===== src/rtl/sfm_pkg.sv =====
package sfm_pkg;

  // Strobes from the sequencer to the shift datapath.
  typedef struct packed {
    logic       load;      // preload a new byte, restart bit and phase counters
    logic       run;       // let the divider advance and toggle sclk
    logic [7:0] loadByte;  // byte to shift out
  } sfmStrobe_t;

  typedef enum logic [2:0] {
    ST_IDLE,
    ST_NEXT,
    ST_SHIFT,
    ST_WAITWR,
    ST_RDOUT,
    ST_GAP
  } sfmState_t;

  localparam logic [1:0] MODE_BURST  = 2'b00;
  localparam logic [1:0] MODE_SINGLE = 2'b01;
  localparam int         HDR_BYTES   = 3;

endpackage


===== src/rtl/sfm_datapath.sv =====
module sfm_datapath
  import sfm_pkg::*;
#(
  parameter int CLK_DIV = 4
) (
  input  logic       clk,
  input  logic       rstN,
  input  sfmStrobe_t strobe,
  input  logic       miso,
  output logic       sclk,
  output logic       mosi,
  output logic       byteDone,
  output logic [7:0] rxByte
);

  localparam int HALF = CLK_DIV / 2;
  localparam int HW   = (HALF > 1) ? $clog2(HALF) : 1;

  logic [HW-1:0] halfCnt;
  logic [2:0]    bitCnt;
  logic [7:0]    txShift;
  logic [7:0]    rxShift;
  logic          sclkQ;
  logic          edgeTick;

  assign edgeTick = strobe.run && (halfCnt == HW'(HALF - 1));

  always_ff @(posedge clk) begin
    if (!rstN) begin
      halfCnt <= '0;
      bitCnt  <= '0;
      txShift <= '0;
      rxShift <= '0;
      sclkQ   <= 1'b0;
    end else if (strobe.load) begin
      txShift <= strobe.loadByte;
      bitCnt  <= '0;
      halfCnt <= '0;
      sclkQ   <= 1'b0;
    end else if (strobe.run) begin
      if (edgeTick) begin
        halfCnt <= '0;
        if (!sclkQ) begin
          sclkQ   <= 1'b1;
          rxShift <= {rxShift[6:0], miso};
        end else begin
          sclkQ   <= 1'b0;
          txShift <= {txShift[6:0], 1'b0};
          bitCnt  <= bitCnt + 3'd1;
        end
      end else begin
        halfCnt <= halfCnt + HW'(1);
      end
    end
  end

  assign byteDone = edgeTick && sclkQ && (bitCnt == 3'd7);
  assign rxByte   = rxShift;
  assign sclk     = sclkQ;
  assign mosi     = txShift[7];

  // outgoing bit holds through the whole high phase
  assert_mosi_hold_R7: assert property (@(posedge clk) disable iff (!rstN)
    (sclkQ && $past(sclkQ)) |-> $stable(txShift[7]))
    else $error("mosi moved while sclk high");

  // a rising sclk edge only comes from a running divider
  assert_rise_from_run_R8: assert property (@(posedge clk) disable iff (!rstN)
    $rose(sclkQ) |-> $past(strobe.run))
    else $error("sclk rose without run");

endmodule


===== src/rtl/sfm_ctrl.sv =====
module sfm_ctrl
  import sfm_pkg::*;
#(
  parameter int LEN_W   = 16,
  parameter int CLK_DIV = 4
) (
  input  logic             clk,
  input  logic             rstN,
  input  logic             reqValid,
  output logic             reqReady,
  input  logic [15:0]      reqAddr,
  input  logic [4:0]       reqBlock,
  input  logic             reqWrite,
  input  logic [LEN_W-1:0] reqLen,
  input  logic             wrValid,
  output logic             wrReady,
  input  logic [7:0]       wrData,
  output logic             rdValid,
  input  logic             rdReady,
  output logic [7:0]       rdData,
  output logic             lenError,
  output logic             busy,
  output logic             csN,
  output sfmStrobe_t       strobe,
  input  logic             byteDone,
  input  logic [7:0]       rxByte
);

  localparam int GW = (CLK_DIV > 1) ? $clog2(CLK_DIV) : 1;
  localparam logic [1:0] HDR_LAST = 2'(HDR_BYTES);

  sfmState_t        state;
  logic [15:0]      addrQ;
  logic [4:0]       blockQ;
  logic             writeQ;
  logic [LEN_W-1:0] lenQ;
  logic [LEN_W-1:0] remain;
  logic [1:0]       hdrIdx;
  logic [GW-1:0]    gapCnt;
  logic             csNQ;
  logic             rdValidQ;
  logic [7:0]       rdDataQ;
  logic             lenErrQ;
  logic [7:0]       hdrByte;
  logic [1:0]       lenMode;
  logic             inData;

  assign lenMode = (lenQ == LEN_W'(1)) ? MODE_SINGLE : MODE_BURST;
  assign inData  = (hdrIdx == HDR_LAST);

  always_comb begin
    case (hdrIdx)
      2'd0:    hdrByte = addrQ[15:8];
      2'd1:    hdrByte = addrQ[7:0];
      default: hdrByte = {blockQ, writeQ, lenMode};
    endcase
  end

  always_comb begin
    strobe  = '0;
    wrReady = 1'b0;
    case (state)
      ST_NEXT: begin
        if (!inData) begin
          strobe.load     = 1'b1;
          strobe.loadByte = hdrByte;
        end else if (remain != '0 && !writeQ) begin
          strobe.load     = 1'b1;
          strobe.loadByte = 8'h00;
        end
      end
      ST_WAITWR: begin
        wrReady = 1'b1;
        if (wrValid) begin
          strobe.load     = 1'b1;
          strobe.loadByte = wrData;
        end
      end
      ST_SHIFT: strobe.run = 1'b1;
      default: ;
    endcase
  end

  always_ff @(posedge clk) begin
    if (!rstN) begin
      state    <= ST_IDLE;
      addrQ    <= '0;
      blockQ   <= '0;
      writeQ   <= 1'b0;
      lenQ     <= '0;
      remain   <= '0;
      hdrIdx   <= '0;
      gapCnt   <= '0;
      csNQ     <= 1'b1;
      rdValidQ <= 1'b0;
      rdDataQ  <= '0;
      lenErrQ  <= 1'b0;
    end else begin
      lenErrQ <= 1'b0;
      case (state)
        ST_IDLE: begin
          if (reqValid) begin
            if (reqLen == '0) begin
              lenErrQ <= 1'b1;
            end else begin
              addrQ  <= reqAddr;
              blockQ <= reqBlock;
              writeQ <= reqWrite;
              lenQ   <= reqLen;
              remain <= reqLen;
              hdrIdx <= '0;
              csNQ   <= 1'b0;
              state  <= ST_NEXT;
            end
          end
        end
        ST_NEXT: begin
          if (!inData) begin
            state <= ST_SHIFT;
          end else if (remain == '0) begin
            csNQ   <= 1'b1;
            gapCnt <= '0;
            state  <= ST_GAP;
          end else if (writeQ) begin
            state <= ST_WAITWR;
          end else begin
            state <= ST_SHIFT;
          end
        end
        ST_WAITWR: begin
          if (wrValid) state <= ST_SHIFT;
        end
        ST_SHIFT: begin
          if (byteDone) begin
            if (!inData) begin
              hdrIdx <= hdrIdx + 2'd1;
              state  <= ST_NEXT;
            end else begin
              remain <= remain - LEN_W'(1);
              if (!writeQ) begin
                rdDataQ  <= rxByte;
                rdValidQ <= 1'b1;
                state    <= ST_RDOUT;
              end else begin
                state <= ST_NEXT;
              end
            end
          end
        end
        ST_RDOUT: begin
          if (rdReady) begin
            rdValidQ <= 1'b0;
            state    <= ST_NEXT;
          end
        end
        ST_GAP: begin
          gapCnt <= gapCnt + GW'(1);
          if (gapCnt == GW'(CLK_DIV - 1)) state <= ST_IDLE;
        end
        default: state <= ST_IDLE;
      endcase
    end
  end

  assign reqReady = (state == ST_IDLE);
  assign busy     = (state != ST_IDLE);
  assign csN      = csNQ;
  assign rdValid  = rdValidQ;
  assign rdData   = rdDataQ;
  assign lenError = lenErrQ;

  // chip select low only inside a busy window
  assert_cs_in_busy_R1: assert property (@(posedge clk) disable iff (!rstN)
    !csNQ |-> (state != ST_IDLE))
    else $error("csN low while idle");

  // write bytes only requested inside an open frame
  assert_wr_framed_R4: assert property (@(posedge clk) disable iff (!rstN)
    wrReady |-> !csNQ)
    else $error("wrReady outside frame");

  // read byte held until consumed
  assert_rd_hold_R5: assert property (@(posedge clk) disable iff (!rstN)
    (rdValidQ && !rdReady) |=> (rdValidQ && $stable(rdDataQ)))
    else $error("read byte dropped");

  // error pulse never coincides with an open frame
  assert_no_frame_on_err_R6: assert property (@(posedge clk) disable iff (!rstN)
    lenErrQ |-> (csNQ && $past(csNQ)))
    else $error("zero-length request opened a frame");

  // trailing idle period runs with chip select released
  assert_gap_released_R9: assert property (@(posedge clk) disable iff (!rstN)
    (state == ST_GAP) |-> csNQ)
    else $error("csN low during idle period");

endmodule


===== src/rtl/spi_frame_master.sv =====
module spi_frame_master #(
  parameter int LEN_W   = 16,
  parameter int CLK_DIV = 4
) (
  input  logic             clk,
  input  logic             rstN,
  input  logic             reqValid,
  output logic             reqReady,
  input  logic [15:0]      reqAddr,
  input  logic [4:0]       reqBlock,
  input  logic             reqWrite,
  input  logic [LEN_W-1:0] reqLen,
  input  logic             wrValid,
  output logic             wrReady,
  input  logic [7:0]       wrData,
  output logic             rdValid,
  input  logic             rdReady,
  output logic [7:0]       rdData,
  output logic             lenError,
  output logic             busy,
  output logic             csN,
  output logic             sclk,
  output logic             mosi,
  input  logic             miso
);

  sfm_pkg::sfmStrobe_t strobe;
  logic                byteDone;
  logic [7:0]          rxByte;

  sfm_ctrl #(.LEN_W(LEN_W), .CLK_DIV(CLK_DIV)) u_ctrl (
    .clk(clk), .rstN(rstN),
    .reqValid(reqValid), .reqReady(reqReady), .reqAddr(reqAddr),
    .reqBlock(reqBlock), .reqWrite(reqWrite), .reqLen(reqLen),
    .wrValid(wrValid), .wrReady(wrReady), .wrData(wrData),
    .rdValid(rdValid), .rdReady(rdReady), .rdData(rdData),
    .lenError(lenError), .busy(busy), .csN(csN),
    .strobe(strobe), .byteDone(byteDone), .rxByte(rxByte)
  );

  sfm_datapath #(.CLK_DIV(CLK_DIV)) u_dp (
    .clk(clk), .rstN(rstN), .strobe(strobe), .miso(miso),
    .sclk(sclk), .mosi(mosi), .byteDone(byteDone), .rxByte(rxByte)
  );

endmodule


===== config.mk =====
export PLATFORM = sky130hd
export DESIGN_NAME = spi_frame_master
export DESIGN_NICKNAME = d
export VERILOG_FILES = /design/src/rtl/sfm_pkg.sv /design/src/rtl/sfm_datapath.sv /design/src/rtl/sfm_ctrl.sv /design/src/rtl/spi_frame_master.sv
export SDC_FILE = /design/constraint.sdc
export NUM_CORES = 1
export LEC_CHECK = 0
export BUFFER_PORTS_ARGS = -buffer_cell sky130_fd_sc_hd__buf_2
export CAP_MARGIN = 40
export CORE_ASPECT_RATIO = 1.4
export CORE_MARGIN = 8
export CORE_UTILIZATION = 50
export CTS_CLUSTER_SIZE = 8
export DETAILED_ROUTE_END_ITERATION = 8
export GPL_TIMING_DRIVEN = 0
export PLACE_DENSITY = 0.83
export SLEW_MARGIN = 40
export SYNTH_ARGS = -nofsm -noshare
export SYNTH_HDL_FRONTEND = slang
export SYNTH_SLANG_ARGS = --single-unit

===== constraint.sdc =====
create_clock -name clk -period 2.1 [get_ports clk]
set_input_delay 0.105 -clock clk [delete_from_list [all_inputs] [get_ports clk]]
set_output_delay 0.105 -clock clk [all_outputs]
set_load 0.005 [all_outputs]

==> metrics.csv, run 1 <==
metric;value;unit
HP Class;in -> reg;
WL per Instance;18.1;um
top-area cell type share of the netlist area;42.7;%
Simple-Gate Fraction of Synth Area;23.8;%
Synth async-reset ratio;0;%
DR iter-0 viols;345;
initial antenna violation count;0;
wirelength, routed;13.5;mm
Worst setup EP type;register;
Final Hold Violating Endpoints;1;
Final setup viols;0;
commonest cells in the netlist;121 x nand2_1, 93 x dfxtp_1, 78 x a21oi_1;
failing checks;hold timing;
critical path fanouts, max;10;
Reg2Reg Setup Slack;0.03;ns
Post-Synth Adder-Cell Area;2.01;%
core area;8560;um2
Critical Path RT;2.32;ns
Max Cap Viol;0;
Post-Route Setup TNS;0;ns
dpl cell area;4820;um2
Tot GR Track Use;22.2;%
CTS tree;built;
final clock skew;0.0124;ns
pin count of the biggest net entering global routing;15;
Synth-to-Final Area Change;21.6;%
CTS sink cnt;93;
GPL Wtd Cong;0.936;
Pwr per Cell Area;1230;nW/um2
RR Startpoint;u_dp.bitCnt[0];
area fraction in compound gates after synthesis;19.9;%
die width;94.9;um
largest family of logic cells by synthesized area;simple AND/OR/NAND/NOR gates;
HPWL after DPL;9.48;mm
Post-Synth XOR/XNOR Area;0.401;%
row count;40;
synthesized area;4360;um2
Worst-path clk slew;0.07;ns
CTS root buf;clkbuf_16;
ant diodes;0;
maximum clock rate;0.482;GHz
maximum level of the CTS H-tree;3;
Syn Nets;605;
Final ANT Viol Nets;0;
worst reg2reg path depth;8;
multiplexer share of the synthesized area;6.22;%
main flop type after synthesis;dfxtp_1;
Final period util;98.7;%
DR pass1 iterations;5;
most frequent cell after synthesis;nand2_1;
r2r endpoint;u_ctrl.remain[3];
GRT overflow;0;
# DRC;0;
Die ar.;12000;um2
post-synth top area cell;dfxtp_1;
status;complete, but fails checks;
num ports;68;
Seq/Total Area, Yosys;42.7;%
slew at the pin closest to its max-slew limit;0.683;ns
Synth Register Bits;93;
Final min period;2.07;ns
cell area after layout;5310;um2
Critical Setup Path Class;reg -> reg;
maximum clock path buffer count;2;
# port buffers;66;
syn avg cell area;7.99;um2
Post-synth EDFFs;0;
vias per inst;6.05;
routed via count;4503;
relative max-transition margin;54.5;%
number of global-route vias before repair;4514;
Leakage;2.19;nW
dominant cells by area after synthesis;dfxtp_1 43%, nand2_1 10%, a21oi_1 8.9%;
Clock Latency Late Sink;0.36;ns
final std cells w/o fill;744;
Setup crit start kind;register;
Fill cells;726;
Placed Instances;717;
final max-slew violation count;0;
share of cells above drive strength 1;19.4;%
Num CTS Buffers;9;
Max rail drop VDD;0.797;mV
hold_sp;reqAddr[6];
Die Y;127;um
hold worst-path end;u_ctrl.addrQ[6];
worst endpoint data arrival time;2.29;ns
first-pass GRT wire length;21.1;mm
Mapped Cells;546;
Synth Warn #;0;
WHS;-0.000621;ns
Initial Utilization;51.0;%
count of different cell masters after synthesis;55;
hold depth;3;
final net count;695;
[layer usage]
metal / wire, um / global-route usage (%)
met5: 0 / 0
met4: 541 / 12.2
met3: 1060 / 6.26
met2: 6600 / 37.2
met1: 5280 / 24.5
[metrics by stage]
stage	setup WS (ns)	utilization (%)	power, mW
after floorplan	0.326	-	4.03
after global placement	0.0656	56.4	4.63
after detailed placement	-0.0521	56.4	4.69
after CTS	0.00775	60.5	6.30
after global routing	-0.0939	62.0	6.86
final	0.0274	62.0	6.53
[how the worst max path moves through the flow]
stage | startpoint | slack, ns | endpoint | depth (start not counted)
floorplan | u_dp.bitCnt[0] | 0.33 | u_ctrl.remain[7] | 8
global placement | u_ctrl.remain[0] | 0.07 | u_ctrl.remain[8] | 7
detailed placement | u_ctrl.hdrIdx[0] | -0.05 | u_dp.txShift[5] | 7
CTS | u_ctrl.remain[0] | 0.008 | u_ctrl.gapCnt[1] | 7
global route | u_dp.bitCnt[0] | -0.09 | u_ctrl.remain[3] | 8
finish | u_dp.bitCnt[0] | 0.03 | u_ctrl.remain[3] | 8
[cell type report]
type                            instances  area (um2)  area share, %
Multi-Input combinational cell        406        2370           44.6
Sequential cell                        93        1860           35.1
Timing Repair Buffer                   79         445           8.40
Clock buffer                           10         229           4.32
Buffer                                 37         183           3.44
Tap cell                              105         131           2.48
Clock inverter                          4        51.3          0.967
Inverter                               10        37.5          0.708
[placed cells by master, fill, tap and decap left out, types with 6 or more instances in the layout]
master / count
buf_2: 76
clkbuf_1: 19
o22ai_1: 11
nor2_1: 38
mux2i_1: 26
a21oi_1: 78
a22oi_1: 9
nor4_1: 10
clkbuf_16: 9
buf_4: 9
nand2_1: 121
nand3_1: 12
dfxtp_1: 93
o21ai_0: 11
dlygate4sd3_1: 7
inv_1: 10
nor3_1: 7
or3_1: 6
[cell families after synthesis]
logic type,Yosys count
compound gates,143
xor+xnor,2
fa+ha+maj,7
buf+inv,47
flops,93
mux,27
simple gates,227
[worst max-delay path, cell delays in order, from the launching register on]
cell,delay (ns)
dfxtp_1,0.35
ha_1,0.16
ha_1,0.19
nand3_2,0.12
a221oi_2,0.37
o21ai_2,0.15
clkbuf_4,0.22
o21ai_0,0.27
a21oi_1,0.12
[flip-flops by register name, summed over array words and instances, names as in the netlist, 2 cells and up]
name           count
u_dp.txShift       8
u_ctrl.rdData      8
u_ctrl.gapCnt      2
u_dp.bitCnt        3
u_ctrl.remain     16
u_ctrl.blockQ      5
u_ctrl.hdrIdx      2
u_ctrl.addrQ      16
u_ctrl.state       3
u_dp.rxByte        8
u_ctrl.lenQ       16
[power by group]
part / internal (mW) / total, mW / leakage, nW / switching, mW
clock network: 0.910 / 1.60 / 0.134 / 0.694
logic: 0.990 / 2.56 / 1.29 / 1.57
registers: 2.07 / 2.37 / 0.758 / 0.299
total: 3.97 / 6.53 / 2.19 / 2.56
[timing repair]
item                                    in CTS  in global routing
endpoints found under the setup margin      10                 27
pin swaps                                    0                  3
buffers inserted                             0                  6
hold endpoints to repair                     7                  0
gates resized for setup                      1                 16
hold buffers                                 7                  0
(Power assumes the default switching activity.)
==> inputs of run 2 (changes only) <==
--- a/config.mk
+++ b/config.mk
@@ -7,13 +7,14 @@
 export LEC_CHECK = 0
 export BUFFER_PORTS_ARGS = -buffer_cell sky130_fd_sc_hd__buf_2
 export CAP_MARGIN = 40
-export CORE_ASPECT_RATIO = 1.4
+export CORE_ASPECT_RATIO = 0.9
 export CORE_MARGIN = 8
-export CORE_UTILIZATION = 50
+export CORE_UTILIZATION = 40
 export CTS_CLUSTER_SIZE = 8
 export DETAILED_ROUTE_END_ITERATION = 8
 export GPL_TIMING_DRIVEN = 0
-export PLACE_DENSITY = 0.83
+export PLACE_DENSITY = 0.71
+export SKIP_CTS_REPAIR_TIMING = 1
 export SLEW_MARGIN = 40
 export SYNTH_ARGS = -nofsm -noshare
 export SYNTH_HDL_FRONTEND = slang
==> run 2 against run 1 <==
Against the previous run:
- wire length down 2.0%
- critical path depth down 1
- final area down 0.54%
- clock power about the same
- non-clock buffer count down 7
- flip-flop and latch count unchanged
- fmax up 4.6%
- worst hold slack worse by 0.0032 ns
- the run still ends with hold timing left
- global-route usage down 4.4 points
- largest cell class unchanged
- critical endpoint is now u_dp.txShift[6]
- count of clock-buffer cells in the layout unchanged
==> metrics.csv, run 2 (same netlist as run 1, synthesis figures left out) <==
metric;value;unit
status;complete, but fails checks;
failing checks;hold timing;
Num CTS Buffers;9;
Max Cap Viol;0;
share of cells above drive strength 1;19.9;%
final clock skew;0.00493;ns
# DRC;0;
Clock Latency Late Sink;0.34;ns
met1 WL;5.88;mm
# port buffers;66;
slew at the pin closest to its max-slew limit;0.737;ns
Pwr per Cell Area;1240;nW/um2
GPL Wtd Cong;0.875;
critical path fanouts, max;10;
maximum level of the CTS H-tree;3;
Leakage;2.16;nW
pin count of the biggest net entering global routing;16;
final net count;688;
Final ANT Viol Nets;0;
Final Hold Violating Endpoints;3;
maximum clock rate;0.505;GHz
RR Startpoint;u_ctrl.remain[4];
number of global-route vias before repair;4060;
top sig layer;met4;
Final min period;1.98;ns
worst endpoint data arrival time;2.25;ns
WHS;-0.00383;ns
Die Y;115;um
Critical Path RT;2.36;ns
row count;36;
Final period util;94.3;%
Setup crit start kind;register;
worst reg2reg path depth;7;
CTS root buf;clkbuf_16;
Reg2Reg Setup Slack;0.12;ns
HPWL after DPL;9.69;mm
hold worst-path end;u_ctrl.addrQ[6];
Die ar.;14500;um2
Worst-path clk slew;0.07;ns
Synth-to-Final Area Change;20.9;%
relative max-transition margin;50.9;%
DR iter-0 viols;400;
routed via count;4293;
DR pass1 iterations;5;
final core utilization;49.2;%
Initial Utilization;40.7;%
CTS sink cnt;93;
met2 WL post-DR;6.10;mm
Post-Route Setup TNS;0;ns
Final setup viols;0;
CTS tree;built;
HP Class;in -> reg;
WL per Instance;17.2;um
final max-slew violation count;0;
Worst setup EP type;register;
hold_sp;reqAddr[6];
Tot GR Track Use;17.8;%
wire length on met3;966;um
initial antenna violation count;0;
hold depth;3;
commonest cells after routing, fill and taps aside;121 x nand2_1, 93 x dfxtp_1, 77 x buf_2, 77 x a21oi_1, 38 x nor2_1;
power consumption;6.53;mW
num ports;68;
first-pass GRT wire length;20.5;mm
wirelength, routed;13.2;mm
ant diodes;0;
maximum clock path buffer count;2;
r2r endpoint;u_dp.txShift[6];
GRT overflow;0;
most common cell after layout, fill and taps aside;nand2_1;
Critical Setup Path Class;reg -> reg;
Fill cells;1052;
biggest regs;u_ctrl.addrQ x16, u_ctrl.lenQ x16, u_ctrl.remain x16;
core area;10700;um2
Max rail drop VDD;0.473;mV
vias per inst;5.60;
die width;126;um
## run 2: worst max-delay path by stage
stage	start	endpoint	slack, ns	depth (start not counted)
after floorplan	u_dp.bitCnt[0]	u_ctrl.remain[7]	0.33	8
after global placement	u_ctrl.remain[0]	u_ctrl.remain[8]	0.009	7
after detailed placement	u_ctrl.remain[0]	u_ctrl.remain[8]	-0.05	7
after CTS	u_ctrl.remain[0]	u_ctrl.remain[8]	-0.07	7
after global routing	u_ctrl.remain[4]	u_dp.txShift[6]	-0.01	7
final	u_ctrl.remain[4]	u_dp.txShift[6]	0.12	7
## run 2: critical path, cell delays in order, from the launching register on
cell and delay [ns]:
dfxtp_1 0.29, clkbuf_1 0.22, nor4_4 0.43, nand4_1 0.24, a31oi_2 0.21, nand2_1 0.13
buf_2 0.24, o22ai_1 0.13
## run 2: final cells by class
class	count	area, um2	area share [%]
Buffer	37	183	3.46
Clock buffer	10	239	4.53
Clock inverter	5	58.8	1.11
Inverter	10	37.5	0.711
Multi-Input combinational cell	406	2350	44.6
Sequential cell	93	1860	35.3
Tap cell	133	166	3.15
Timing Repair Buffer	72	378	7.16
## run 2: power breakdown
part	internal (mW)	leakage (nW)	total (mW)	switching [mW]
combinational	0.972	1.26	2.54	1.57
clock	0.950	0.141	1.63	0.684
sequential	2.07	0.758	2.36	0.288
total	3.99	2.16	6.53	2.54
## run 2: layer usage
metal,GRT usage [%],vias to the layer above
met5,0,-
li1,-,2084
met4,7.37,0
met1,22.0,2020
met3,4.59,22
met2,29.0,167
## run 2: through the flow
stage / instance area, um2 / setup WS (ns) / cells
finish: 5280 / 0.119 / 766
global route: 5280 / -0.0130 / 766
CTS: 5160 / -0.0670 / 760
detailed placement: 4860 / -0.0488 / 745
global placement: 4860 / 0.00925 / 745
floorplan: 4360 / 0.326 / 546
==> inputs of run 3 (changes only) <==
--- a/config.mk
+++ b/config.mk
@@ -7,13 +7,12 @@
 export LEC_CHECK = 0
 export BUFFER_PORTS_ARGS = -buffer_cell sky130_fd_sc_hd__buf_2
 export CAP_MARGIN = 40
-export CORE_ASPECT_RATIO = 0.9
-export CORE_MARGIN = 8
-export CORE_UTILIZATION = 40
+export CORE_ASPECT_RATIO = 1.5
+export CORE_UTILIZATION = 57
 export CTS_CLUSTER_SIZE = 8
 export DETAILED_ROUTE_END_ITERATION = 8
 export GPL_TIMING_DRIVEN = 0
-export PLACE_DENSITY = 0.71
+export PLACE_DENSITY = 0.91
 export SKIP_CTS_REPAIR_TIMING = 1
 export SLEW_MARGIN = 40
 export SYNTH_ARGS = -nofsm -noshare
==> run 3 against run 2 <==
Against the previous run:
- the flow still finishes with violations (hold timing)
- register-to-register slack worse by 0.09 ns
- non-clock buffer count rose by 31
- via count is 10% higher
==> metrics.csv, run 3 (same netlist as run 1, synthesis figures left out) <==
metric;value;unit
setup ws final;0.0258;ns
Die ar.;8020;um2
Final ANT Viol Nets;0;
HP Class;in -> reg;
Final period util;98.8;%
WHS;-0.0436;ns
HPWL after DPL;9.09;mm
Worst-path clk slew;0.11;ns
Critical Setup Path Class;reg -> reg;
Final min period;2.07;ns
commonest cells after routing, fill and taps aside;121 x nand2_1, 93 x dfxtp_1, 77 x a21oi_1;
critical path, cell by cell;inv_1, ha_1, nor4b_2, nand4_1, a31oi_1, nand2_1, buf_2, o22ai_1;
Tot GR Track Use;33.3;%
Pwr per Cell Area;1140;nW/um2
Reg2Reg Setup Slack;0.03;ns
worst reg2reg path depth;8;
routed via count;4743;
biggest regs;u_ctrl.addrQ x16, u_ctrl.lenQ x16, u_ctrl.remain x16;
final std cells w/o fill;765;
Num CTS Buffers;9;
most common cell after layout, fill and taps aside;nand2_1;
worst endpoint data arrival time;2.38;ns
Final Hold Violating Endpoints;5;
power consumption;6.23;mW
ant diodes;0;
Setup crit start kind;register;
Clock Latency Late Sink;0.40;ns
# DRC;0;
Die Y;109;um
number of global-route vias before repair;4279;
# port buffers;66;
DR iter-0 viols;514;
share of cells above drive strength 1;19.1;%
CTS root buf;clkbuf_8;
DR pass1 iterations;6;
pre-CTS WS;-0.0551;ns
final clock skew;0.0168;ns
GRT overflow;0;
status;complete, but fails checks;
maximum clock rate;0.482;GHz
CTS sink cnt;93;
critical path fanouts, max;10;
hold_sp;reqAddr[15];
Worst setup EP type;register;
num ports;68;
hold worst-path end;u_ctrl.addrQ[15];
Synth-to-Final Area Change;25.0;%
Placed Instances;712;
Max rail drop VDD;0.965;mV
row count;38;
Max Cap Viol;0;
first-pass GRT wire length;20.1;mm
WL per Instance;18.1;um
final max-slew violation count;0;
GPL Wtd Cong;0.950;
core area;7320;um2
relative max-transition margin;52.9;%
r2r endpoint;u_dp.txShift[7];
slew at the pin closest to its max-slew limit;0.706;ns
maximum level of the CTS H-tree;3;
hold depth;3;
initial antenna violation count;0;
CP peak stage delay;0.39;ns
Critical Path RT;2.40;ns
pin count of the biggest net entering global routing;19;
Slowest cell on crit path;dfxtp_1;
die width;73.4;um
wirelength, routed;13.9;mm
Final setup viols;0;
Leakage;2.25;nW
CTS tree;built;
final net count;719;
maximum clock path buffer count;2;
failing checks;hold timing;
RR Startpoint;u_ctrl.remain[0];
vias per inst;6.20;
Initial Utilization;59.6;%
run 3: cell types whose count changed in the layout (fill, tap and decap cells not counted), sizes merged:
| cell | before | now |
|---|---|---|
| bufinv | 1 | 0 |
| buf | 89 | 91 |
| inv | 11 | 13 |
| clkinv | 1 | 2 |
| clkbuf | 29 | 28 |
| dlygate4sd3 | 1 | 30 |
run 3: layout make-up:
class | count | area [um2]
repair buffers | 103 | 683
inverters | 10 | 37.5
flip-flops and latches | 93 | 1860
clock inverters | 7 | 66.3
fillers | 522 | 1870
multi-input cells | 406 | 2370
well taps | 100 | 125
plain buffers | 37 | 183
clock buffers | 9 | 124
run 3: how the worst max path moves through the flow:
stage                            end  slack [ns]              from  depth (start not counted)
floorplan           u_ctrl.remain[7]        0.33    u_dp.bitCnt[0]                          8
global placement     u_dp.txShift[7]       -0.05  u_ctrl.hdrIdx[0]                          7
detailed placement   u_dp.txShift[4]       -0.06  u_ctrl.hdrIdx[0]                          7
CTS                  u_dp.txShift[7]       -0.10  u_ctrl.hdrIdx[0]                          7
global route         u_dp.txShift[3]       -0.07   u_ctrl.state[0]                          7
finish               u_dp.txShift[7]        0.03  u_ctrl.remain[0]                          8
run 3: per-layer routing:
layer  up-vias  track usage, %  wire length (um)
met5         -               0                 0
met4         0            19.5               894
met3        77            7.02              1100
met2       287            57.1              6810
met1      2227            37.6              5080
li1       2152               -                 -
run 3: metrics by stage:
stage	util, %	TNS (ns)	area (um2)
floorplan	-	0	4360
global placement	65.8	-0.302	4820
detailed placement	65.8	-0.402	4820
CTS	68.4	-0.860	5010
finish	74.5	0	5450
global route	74.5	-0.178	5450
run 3: report_power, final:
part | switching [mW] | internal (mW)
Clock | 0.733 | 0.458
Combinational | 1.63 | 1.03
Sequential | 0.308 | 2.07
run 3: critical path, delay by kind of cell, from the launching register on:
family          cells  cell delay [ns]
buf+inv             2             0.33
fa+ha+maj           1             0.24
simple gates        3             0.56
compound gates      2             0.45
flops               1             0.39
